`src/rtl/pwb_pkg.sv`:
```
`timescale 1ns/1ps
package pwb_pkg;
  typedef enum logic [1:0] {
    SEQ_IDLE = 2'd0,
    SEQ_SCAN = 2'd1,
    SEQ_HOLD = 2'd2
  } seq_state_t;
endpackage

```
`src/rtl/pwb_stage.sv`:
```
`timescale 1ns/1ps
// Page staging storage: data bytes, loaded-offset mask, page and offset pointer.
module pwb_stage #(
  parameter int ADDR_W     = 16,
  parameter int DATA_W     = 8,
  parameter int PAGE_BYTES = 128,
  localparam int OFF_W     = $clog2(PAGE_BYTES),
  localparam int PAGE_W    = ADDR_W - OFF_W
) (
  input  logic              clk,
  input  logic              rst_n,
  input  logic              accept,
  input  logic              load_addr,
  input  logic [ADDR_W-1:0] addr_in,
  input  logic              wr_valid,
  input  logic [DATA_W-1:0] wr_byte,
  input  logic              abort,
  input  logic              clr_mask,
  input  logic [OFF_W-1:0]  rd_off,
  output logic [PAGE_W-1:0] page_o,
  output logic [DATA_W-1:0] rd_data,
  output logic              rd_mask,
  output logic              mask_any_next
);
  logic [PAGE_W-1:0]     page_q, page_d;
  logic [OFF_W-1:0]      off_q, off_d, wr_off;
  logic [PAGE_BYTES-1:0] mask_q, mask_d, hit_vec;
  logic [DATA_W-1:0]     data_q [PAGE_BYTES];
  logic                  take_load, take_byte, drop_all;

  always_comb begin
    take_load = accept & load_addr & ~abort;
    take_byte = accept & wr_valid & ~abort;
    drop_all  = clr_mask | (accept & (abort | load_addr));
    wr_off    = take_load ? addr_in[OFF_W-1:0] : off_q;
    page_d    = take_load ? addr_in[ADDR_W-1:OFF_W] : page_q;
    off_d     = off_q;
    if (take_load) off_d = addr_in[OFF_W-1:0];
    if (take_byte) off_d = wr_off + OFF_W'(1);
  end

  for (genvar gi = 0; gi < PAGE_BYTES; gi++) begin : g_slot
    always_comb begin
      hit_vec[gi] = take_byte && (wr_off == OFF_W'(gi));
      mask_d[gi]  = (drop_all ? 1'b0 : mask_q[gi]) | hit_vec[gi];
    end
    always_ff @(posedge clk) begin
      if (hit_vec[gi]) data_q[gi] <= wr_byte;
    end
  end

  always_ff @(posedge clk or negedge rst_n) begin
    if (!rst_n) begin
      page_q <= '0;
      off_q  <= '0;
      mask_q <= '0;
    end else begin
      page_q <= page_d;
      off_q  <= off_d;
      mask_q <= mask_d;
    end
  end

  always_comb begin
    page_o        = page_q;
    rd_data       = data_q[rd_off];
    rd_mask       = mask_q[rd_off];
    mask_any_next = |mask_d;
  end
endmodule

```
`src/rtl/pwb_seq.sv`:
```
`timescale 1ns/1ps
// Commit sequencer: scans every offset once, then waits out the write-cycle time.
module pwb_seq
  import pwb_pkg::*;
#(
  parameter int PAGE_BYTES = 128,
  localparam int OFF_W     = $clog2(PAGE_BYTES)
) (
  input  logic             clk,
  input  logic             rst_n,
  input  logic             start,
  input  logic             hold_done,
  output logic             busy,
  output logic             scan_en,
  output logic [OFF_W-1:0] scan_off,
  output logic             hold_start,
  output logic             clr_mask
);
  localparam logic [OFF_W-1:0] LAST_OFF = OFF_W'(PAGE_BYTES - 1);

  seq_state_t       state_q, state_d;
  logic [OFF_W-1:0] cnt_q, cnt_d;

  always_comb begin
    state_d    = state_q;
    cnt_d      = cnt_q;
    scan_en    = 1'b0;
    hold_start = 1'b0;
    clr_mask   = 1'b0;
    unique case (state_q)
      SEQ_IDLE: begin
        if (start) begin
          state_d = SEQ_SCAN;
          cnt_d   = '0;
        end
      end
      SEQ_SCAN: begin
        scan_en = 1'b1;
        if (cnt_q == LAST_OFF) begin
          state_d    = SEQ_HOLD;
          hold_start = 1'b1;
          clr_mask   = 1'b1;
        end else begin
          cnt_d = cnt_q + OFF_W'(1);
        end
      end
      SEQ_HOLD: begin
        if (hold_done) state_d = SEQ_IDLE;
      end
      default: state_d = SEQ_IDLE;
    endcase
  end

  always_ff @(posedge clk or negedge rst_n) begin
    if (!rst_n) begin
      state_q <= SEQ_IDLE;
      cnt_q   <= '0;
    end else begin
      state_q <= state_d;
      cnt_q   <= cnt_d;
    end
  end

  always_comb begin
    busy     = (state_q != SEQ_IDLE);
    scan_off = cnt_q;
  end
endmodule

```
`src/rtl/pwb_timer.sv`:
```
`timescale 1ns/1ps
// Write-cycle timer: done is high in the CYCLES-th cycle after start.
module pwb_timer #(
  parameter int CYCLES = 500000,
  localparam int CW    = $clog2(CYCLES + 1)
) (
  input  logic clk,
  input  logic rst_n,
  input  logic start,
  output logic done
);
  logic [CW-1:0] cnt_q, cnt_d;
  logic          run_q, run_d;

  always_comb begin
    done  = run_q && (cnt_q == '0);
    cnt_d = cnt_q;
    run_d = run_q;
    if (start) begin
      run_d = 1'b1;
      cnt_d = CW'(CYCLES - 1);
    end else if (done) begin
      run_d = 1'b0;
    end else if (run_q) begin
      cnt_d = cnt_q - CW'(1);
    end
  end

  always_ff @(posedge clk or negedge rst_n) begin
    if (!rst_n) begin
      cnt_q <= '0;
      run_q <= 1'b0;
    end else begin
      cnt_q <= cnt_d;
      run_q <= run_d;
    end
  end
endmodule

```
`src/rtl/page_write_buffer.sv`:
```
`timescale 1ns/1ps
// Page write staging buffer with commit scan and write-cycle busy interval.
module page_write_buffer #(
  parameter int ADDR_W       = 16,
  parameter int DATA_W       = 8,
  parameter int PAGE_BYTES   = 128,
  parameter int WRITE_CYCLES = 500000
) (
  input  logic              clk,
  input  logic              rst_n,
  input  logic              load_addr,
  input  logic [ADDR_W-1:0] addr_in,
  input  logic              wr_valid,
  input  logic [DATA_W-1:0] wr_byte,
  input  logic              commit,
  input  logic              abort,
  output logic              busy,
  output logic              arr_we,
  output logic [ADDR_W-1:0] arr_addr,
  output logic [DATA_W-1:0] arr_wdata
);
  localparam int OFF_W  = $clog2(PAGE_BYTES);
  localparam int PAGE_W = ADDR_W - OFF_W;

  logic              busy_w, accept, start, scan_en, hold_start, hold_done, clr_mask;
  logic              rd_mask, mask_any_next;
  logic [OFF_W-1:0]  scan_off;
  logic [PAGE_W-1:0] page_w;
  logic [DATA_W-1:0] rd_data;

  always_comb begin
    accept = ~busy_w;
    start  = accept & commit & ~abort & mask_any_next;
  end

  pwb_stage #(
    .ADDR_W(ADDR_W), .DATA_W(DATA_W), .PAGE_BYTES(PAGE_BYTES)
  ) u_stage (
    .clk(clk), .rst_n(rst_n), .accept(accept), .load_addr(load_addr),
    .addr_in(addr_in), .wr_valid(wr_valid), .wr_byte(wr_byte), .abort(abort),
    .clr_mask(clr_mask), .rd_off(scan_off), .page_o(page_w), .rd_data(rd_data),
    .rd_mask(rd_mask), .mask_any_next(mask_any_next)
  );

  pwb_seq #(.PAGE_BYTES(PAGE_BYTES)) u_seq (
    .clk(clk), .rst_n(rst_n), .start(start), .hold_done(hold_done),
    .busy(busy_w), .scan_en(scan_en), .scan_off(scan_off),
    .hold_start(hold_start), .clr_mask(clr_mask)
  );

  pwb_timer #(.CYCLES(WRITE_CYCLES)) u_timer (
    .clk(clk), .rst_n(rst_n), .start(hold_start), .done(hold_done)
  );

  always_comb begin
    busy      = busy_w;
    arr_we    = scan_en & rd_mask;
    arr_addr  = {page_w, scan_off};
    arr_wdata = rd_data;
  end
endmodule

```
`config.mk`:
```
export PLATFORM = sky130hd
export DESIGN_NAME = page_write_buffer
export DESIGN_NICKNAME = d
export VERILOG_FILES = /design/src/rtl/pwb_pkg.sv /design/src/rtl/pwb_stage.sv /design/src/rtl/pwb_seq.sv /design/src/rtl/pwb_timer.sv /design/src/rtl/page_write_buffer.sv
export SDC_FILE = /design/constraint.sdc
export NUM_CORES = 1
export LEC_CHECK = 0
export BUFFER_PORTS_ARGS = -buffer_cell sky130_fd_sc_hd__buf_4
export CAP_MARGIN = 20
export CORE_MARGIN = 1
export CORE_UTILIZATION = 45
export CTS_CLUSTER_SIZE = 8
export DETAILED_ROUTE_END_ITERATION = 6
export GPL_TIMING_DRIVEN = 0
export SLEW_MARGIN = 20
export SYNTH_ARGS = -nofsm -noshare
export SYNTH_HDL_FRONTEND = slang
export SYNTH_SLANG_ARGS = --single-unit
```
`constraint.sdc`:
```
create_clock -name clk -period 5.24 [get_ports clk]
set_input_delay 1.572 -clock clk [delete_from_list [all_inputs] [get_ports clk]]
set_output_delay 1.572 -clock clk [all_outputs]
set_load 0.02 [all_outputs]
```
==> out/qor.yml, run 1 <==
ant_nets: 0
crit_buf_inv: 5
wl_met3_mm: 12.0
powerDensity_mw_per_mm2: 548
final.min_clock_period_ns: 5.54
worstMarginPinSlew_ns: 1.22
synth-seq-cells: 1197
path_cells: "buf_12 > clkbuf_16 > buf_16 > clkbuf_16 > mux4_2 > mux4_2 > mux4_2 > mux2_4 > buf_6"
critPathSlowestCell: "mux4_2"
ir_drop_v: 0.000344
worstHoldPathType: "flip-flop to flip-flop"
die_x_um: 329
synth_top_area_share_pct: 63.8
drive_gt1_share_pct: 28.6
dpl_worst_slack_ns: -1.05
hold_viol_final: 0
path_clk_slew_ns: 0.06
tns_ns: -2.52
syn_inst: 2375
dieArea_mm2: 0.108
grt_usage_pct: 25.6
critPathArrivalTime_ns: 3.97
vias: 25700
cp-start-kind: "flip-flop"
slew_headroom_pct: 18.4
seq_area_frac_synth_pct: 72.7
cp.required_ns: 3.67
cts_root_buffer: "clkbuf_16"
critical_path_class: "flip-flop to primary output"
ys.flop_type: "edfxtp_1"
synth_area_leader_cell: "edfxtp_1"
path_max_fanout: 8
initial_utilization_pct: 45.6
cts_tree: "done"
firstDrtPassIters: 7
clock_latency_ns: 0.77
gr-total-overflow: 0
synth_fp_nets: 2407
numCtsBuffers: 167
top_layer: "met5"
vias_per_cell: 6.22
io_pins: 56
syn_area_mm2: 0.0482
wl_met2_mm: 66.3
clockBufferDepth: 3
antenna_found_initial: 5
grt_max_degree: 129
synth_common_cells: "edfxtp_1 (1024), mux4_2 (378), dfrtp_1 (173), nor2_1 (153), a21o_1 (129)"
remaining_drc_errors: 9
path_common_cell: "mux4_2"
setup_viol: 9
area_growth_pct: 17.4
worst_slack_ns: -0.297
wire_per_inst_um: 33.0
drt_iter0_markers: 3020
rsz0062_at_grt: "yes"
grt_pass1_wl_mm: 193
endpoint_kind: "primary output"
synth_warnings: 0
drv_slew: 0
routabilityCongestion: 0.894
nets: 2659
grt_pass1_vias: 26600
final.period_utilization_pct: 106
async_reset_ff_share_pct: 14.5
core_mm2: 0.106
cpPeakStageDelay_ns: 0.58
numPortBuffers: 54
violations: "design-rule violations, negative setup slack"
synth_edf_count: 1024
synth_cell_type_count: 67
clock-sinks: 1197
drt_wl_total_mm: 136
path_delay_family: "multiplexers"
met1Wirelength_mm: 53.3
yosysMostFrequentCell: "edfxtp_1"
status: "finished with violations"
drv_cap: 0
netlist_top_cells_area: "edfxtp_1 (64%), mux4_2 (18%), dfrtp_1 (9.0%)"
htree_levels: 4
fmax_mhz: 181
fp.dieH_um: 329
p_leak_nw: 19.8
dp_hpwl_mm: 87.7
finClkSkew_ns: 0.0417
rows: 119
syn_avg_cell_area_um2: 20.3
==> layout make-up <==
type	count	area [um2]
inverters	5	18.8
clock inverters	14	373
flip-flops and latches	1197	35100
diodes	1	2.50
fillers	8156	49100
multi-input cells	1025	12600
repair buffers	84	958
well taps	1391	1740
plain buffers	147	1290
clock buffers	265	4570
==> final timing paths <==
kind                       slack [ns]         startpoint  cells after the start                    end
setup / recovery                -0.30  u_seq.scan_off[0]                      9           arr_wdata[3]
max in group asynchronous        3.52              rst_n                      2    u_stage.mask_q[109]
min in group asynchronous        0.77              rst_n                      1      u_stage.page_o[8]
setup reg to reg                 0.82   u_seq.state_q[1]                      6  u_stage.data_q[27][4]
hold reg to reg                  0.49  u_stage.page_o[8]                      2      u_stage.page_o[8]
hold / removal                   0.49  u_stage.page_o[8]                      2      u_stage.page_o[8]
==> kinds of logic (layout without fill, tap and decap cells) <==
group,count (synthesis),count (layout),share of synthesized area (%)
mux,415,415,18.5
xor+xnor,25,25,0.454
compound gates,199,199,3.02
simple gates,383,383,3.92
fa+ha+maj,3,3,0.0726
buf+inv,153,515,1.27
other cells,0,1,0
flops,1197,1197,72.7
==> routing by layer <==
metal / GRT usage (%) / vias to the layer above
met1: 34.0 / 13800
met2: 41.4 / 1275
met4: 8.69 / 8
li1: - / 10300
met5: 0 / -
met3: 6.48 / 258
==> power breakdown <==
group          total (mW)  switching, mW  internal [mW]  leakage [nW]
combinational        10.2           5.65           4.56          5.99
sequential           10.8          0.224           10.6          11.5
clock                10.0           4.07           5.98          2.33
total                31.0           9.94           21.1          19.8
==> through the flow <==
stage / area (um2) / util (%) / instances / total power [mW] / hold WS (ns)
2_1_floorplan: 48200 / - / 2375 / 16.3 / 0.465
3_3_place_gp: 50400 / 47.7 / 3820 / 19.9 / 0.474
3_5_place_dp: 50500 / 47.8 / 3823 / 20.0 / 0.479
6_report: 56600 / 53.6 / 4129 / 31.0 / 0.487
5_1_grt: 56600 / 53.6 / 4128 / 32.0 / 0.502
4_1_cts: 56400 / 53.3 / 4122 / 31.0 / 0.493
==> state kept, by name, summed over array words and instances, names as in the netlist <==
signal,cells
u_timer.cnt_q,19
u_timer.run_q,1
u_stage.data_q,1024
u_stage.page_o,9
u_seq.scan_off,7
u_seq.state_q,2
u_stage.mask_q,128
u_stage.off_q,7
==> worst min-delay path, delay by kind of cell, from the launching register on <==
| family | cells | cell delay [ns] |
|---|---|---|
| simple gates | 2 | 0.11 |
| flops | 1 | 0.34 |
==> placed cells by master (no fill, tap or decap), drive strengths merged, types with 12 or more instances in the layout <==
master,n
a21o,129
nor4,38
dfrtp,173
nor2,155
mux2i,18
nand2,70
edfxtp,1024
xnor2,18
buf,136
nor3b,14
clkinv,12
nand3b,14
clkbuf,359
mux4,378
mux2,19
nor3,18
nand3,19
o21ai,17
==> what timing repair did <==
item | in CTS | in global routing
setup buffers | 14 | 1
pin swaps | 0 | 1
setup endpoints to repair | 9 | 9
hold buffers | 0 | 0
resized for setup | 297 | 17
gates cloned | 7 | 3
No activity file was read; power rests on OpenSTA's default activity.
==> run 2, diff against run 1 <==
--- a/config.mk
+++ b/config.mk
@@ -11,8 +11,7 @@
 export CORE_UTILIZATION = 45
 export CTS_CLUSTER_SIZE = 8
 export DETAILED_ROUTE_END_ITERATION = 6
-export GPL_TIMING_DRIVEN = 0
-export SLEW_MARGIN = 20
+export SLEW_MARGIN = 30
 export SYNTH_ARGS = -nofsm -noshare
 export SYNTH_HDL_FRONTEND = slang
 export SYNTH_SLANG_ARGS = --single-unit
==> run 2 against run 1 <==
Net effect:
- the flow still finishes with violations (design-rule violations, negative setup slack)
- utilization up 0.66 points
- flip-flop and latch count unchanged
- register-to-register slack better by 0.48 ns
- critical endpoint unchanged
==> out/qor.yml, run 2 (synthesis gave the netlist of run 1 again) <==
critical_path_class: "flip-flop to primary output"
drive_gt1_share_pct: 32.6
final.min_clock_period_ns: 5.46
p_int_mw: 21.1
final.period_utilization_pct: 104
clkPwrFrac_pct: 32.9
worstHoldPathType: "flip-flop to flip-flop"
p_leak_nw: 20.4
io_pins: 56
core_mm2: 0.106
hold_slack_ns: 0.479
largest_reg_flops: 1024
drt_iter0_markers: 2961
rsz0062_at_grt: "yes"
dieArea_mm2: 0.108
multi_input_comb_area_mm2: 0.0126
path_clk_slew_ns: 0.05
path_delay_family: "multiplexers"
seq_area_mm2: 0.0351
hold_buffers: 0
slew_headroom_pct: 36.3
remaining_drc_errors: 8
grt_pass1_wl_mm: 188
pwr-share-comb_pct: 30.7
grt_max_degree: 99
die_x_um: 329
grt_usage_pct: 24.4
cp-start-kind: "flip-flop"
switching_share_pct: 30.0
wire_per_inst_um: 31.0
ant_nets: 0
drv_slew: 0
htree_levels: 4
rows: 119
drt_wl_total_mm: 130
layout_commonest_cell: "edfxtp_1"
worstMarginPinSlew_ns: 0.952
area_growth_pct: 18.9
critPathSlowestCell: "mux4_2"
largestRegisters: "u_stage.data_q (1024), u_stage.mask_q (128), u_timer.cnt_q (19)"
final_cell_mix: "edfxtp_1 (1024), mux4_2 (378), buf_4 (231)"
vias: 25700
numCtsBuffers: 168
tns_ns: -1.33
worst_slack_ns: -0.218
routabilityCongestion: 0.851
drv_cap: 0
gr-total-overflow: 0
layoutNonFillerInstCount: 4192
path_common_cell: "mux4_2"
ir_drop_v: 0.000281
cpPeakStageDelay_ns: 0.62
fillCellCount: 8058
endpoint_kind: "primary output"
dpl_worst_slack_ns: 0.387
p_switching_mw: 9.04
cp.required_ns: 3.67
critPathArrivalTime_ns: 3.89
firstDrtPassIters: 7
fp.dieH_um: 329
max_flop_register: "u_stage.data_q"
hold_viol_final: 0
finClkSkew_ns: 0.0448
clock-sinks: 1197
grt_pass1_vias: 26300
numPortBuffers: 55
path_cells: "buf_12 > buf_16 > buf_12 > mux4_2 > mux4_2 > mux4_2 > mux2_4 > buf_6"
powerDensity_mw_per_mm2: 526
dp.cells: 3887
cts_root_buffer: "clkbuf_16"
vias_per_cell: 6.13
status: "finished with violations"
nets: 2725
cts_tree: "done"
initial_utilization_pct: 45.6
power.total_mw: 30.1
dp_hpwl_mm: 79.7
clockBufferDepth: 3
setup_viol: 9
violations: "design-rule violations, negative setup slack"
clock_latency_ns: 0.76
antenna_found_initial: 2
crit_buf_inv: 4
seqPwrFrac_pct: 36.3
fmax_mhz: 183
path_max_fanout: 6
-- run 2: cell types whose count changed in the layout (fill, tap and decap cells not counted), sizes merged --
cell,change
clkdlybuf4s15,-1
clkbuf,-92
clkinv,-5
inv,+4
buf,+157
-- run 2: final timing paths --
check                           cells after the start  slack [ns]                  to         startpoint
worst max-delay path                                8       -0.22        arr_wdata[3]  u_seq.scan_off[0]
worst min-delay path                                2        0.48   u_stage.page_o[6]  u_stage.page_o[6]
worst max register to register                      9        1.30   u_seq.scan_off[0]  u_seq.scan_off[2]
worst min register to register                      2        0.48   u_stage.page_o[6]  u_stage.page_o[6]
max in group asynchronous                           2        3.35  u_stage.mask_q[97]              rst_n
min in group asynchronous                           1        0.90   u_stage.page_o[5]              rst_n
-- run 2: layer usage --
metal | track usage, % | vias to the layer above | routed length (um)
met2 | 39.8 | 1079 | 64900
met5 | 0 | - | 13
met4 | 7.71 | 2 | 3240
li1 | - | 10500 | -
met1 | 33.5 | 14000 | 52900
met3 | 4.40 | 192 | 8870
-- run 2: worst reg2reg max path, cell delays in order, from the launching register on --
cell and delay [ns]:
dfrtp_4 0.83, buf_12 0.35, and4_1 0.24, nand3_1 0.17, a211o_4 0.60, o21ai_0 0.35
nor4b_1 0.30, and4_2 0.35, nand2_1 0.09, a31oi_1 0.50
-- run 2: stage by stage --
step | util [%] | instance area (um2)
floorplan | - | 48200
finish | 54.2 | 57300
CTS | 54.2 | 57300
detailed placement | 48.9 | 51700
global placement | 48.9 | 51700
global route | 54.2 | 57300
-- run 2: area by class of cell --
| cell class | count | area share [%] |
|---|---|---|
| diodes | 1 | 0.00437 |
| clock buffers | 264 | 8.07 |
| clock inverters | 13 | 0.362 |
| inverters | 5 | 0.0327 |
| multi-input cells | 1025 | 22.0 |
| flip-flops and latches | 1197 | 61.2 |
| well taps | 1391 | 3.04 |
| repair buffers | 296 | 5.26 |
-- run 2: timing repair --
| item | in CTS | in global routing |
|---|---|---|
| pin swaps | 1 | 1 |
| cloned | 12 | 2 |
| setup buffers | 14 | 0 |
| resized for setup | 56 | 6 |
| endpoints found under the setup margin | 9 | 9 |
-- run 2: power by group through the flow --
stage / Sequential (mW) / Combinational (mW) / Clock [mW]
after floorplan: 10.9 / 5.38 / 0
after global placement: 11.1 / 8.33 / 0
after detailed placement: 11.1 / 8.42 / 0
after CTS: 10.9 / 9.33 / 10.1
after global routing: 11.0 / 9.69 / 10.5
final: 11.0 / 9.26 / 9.92
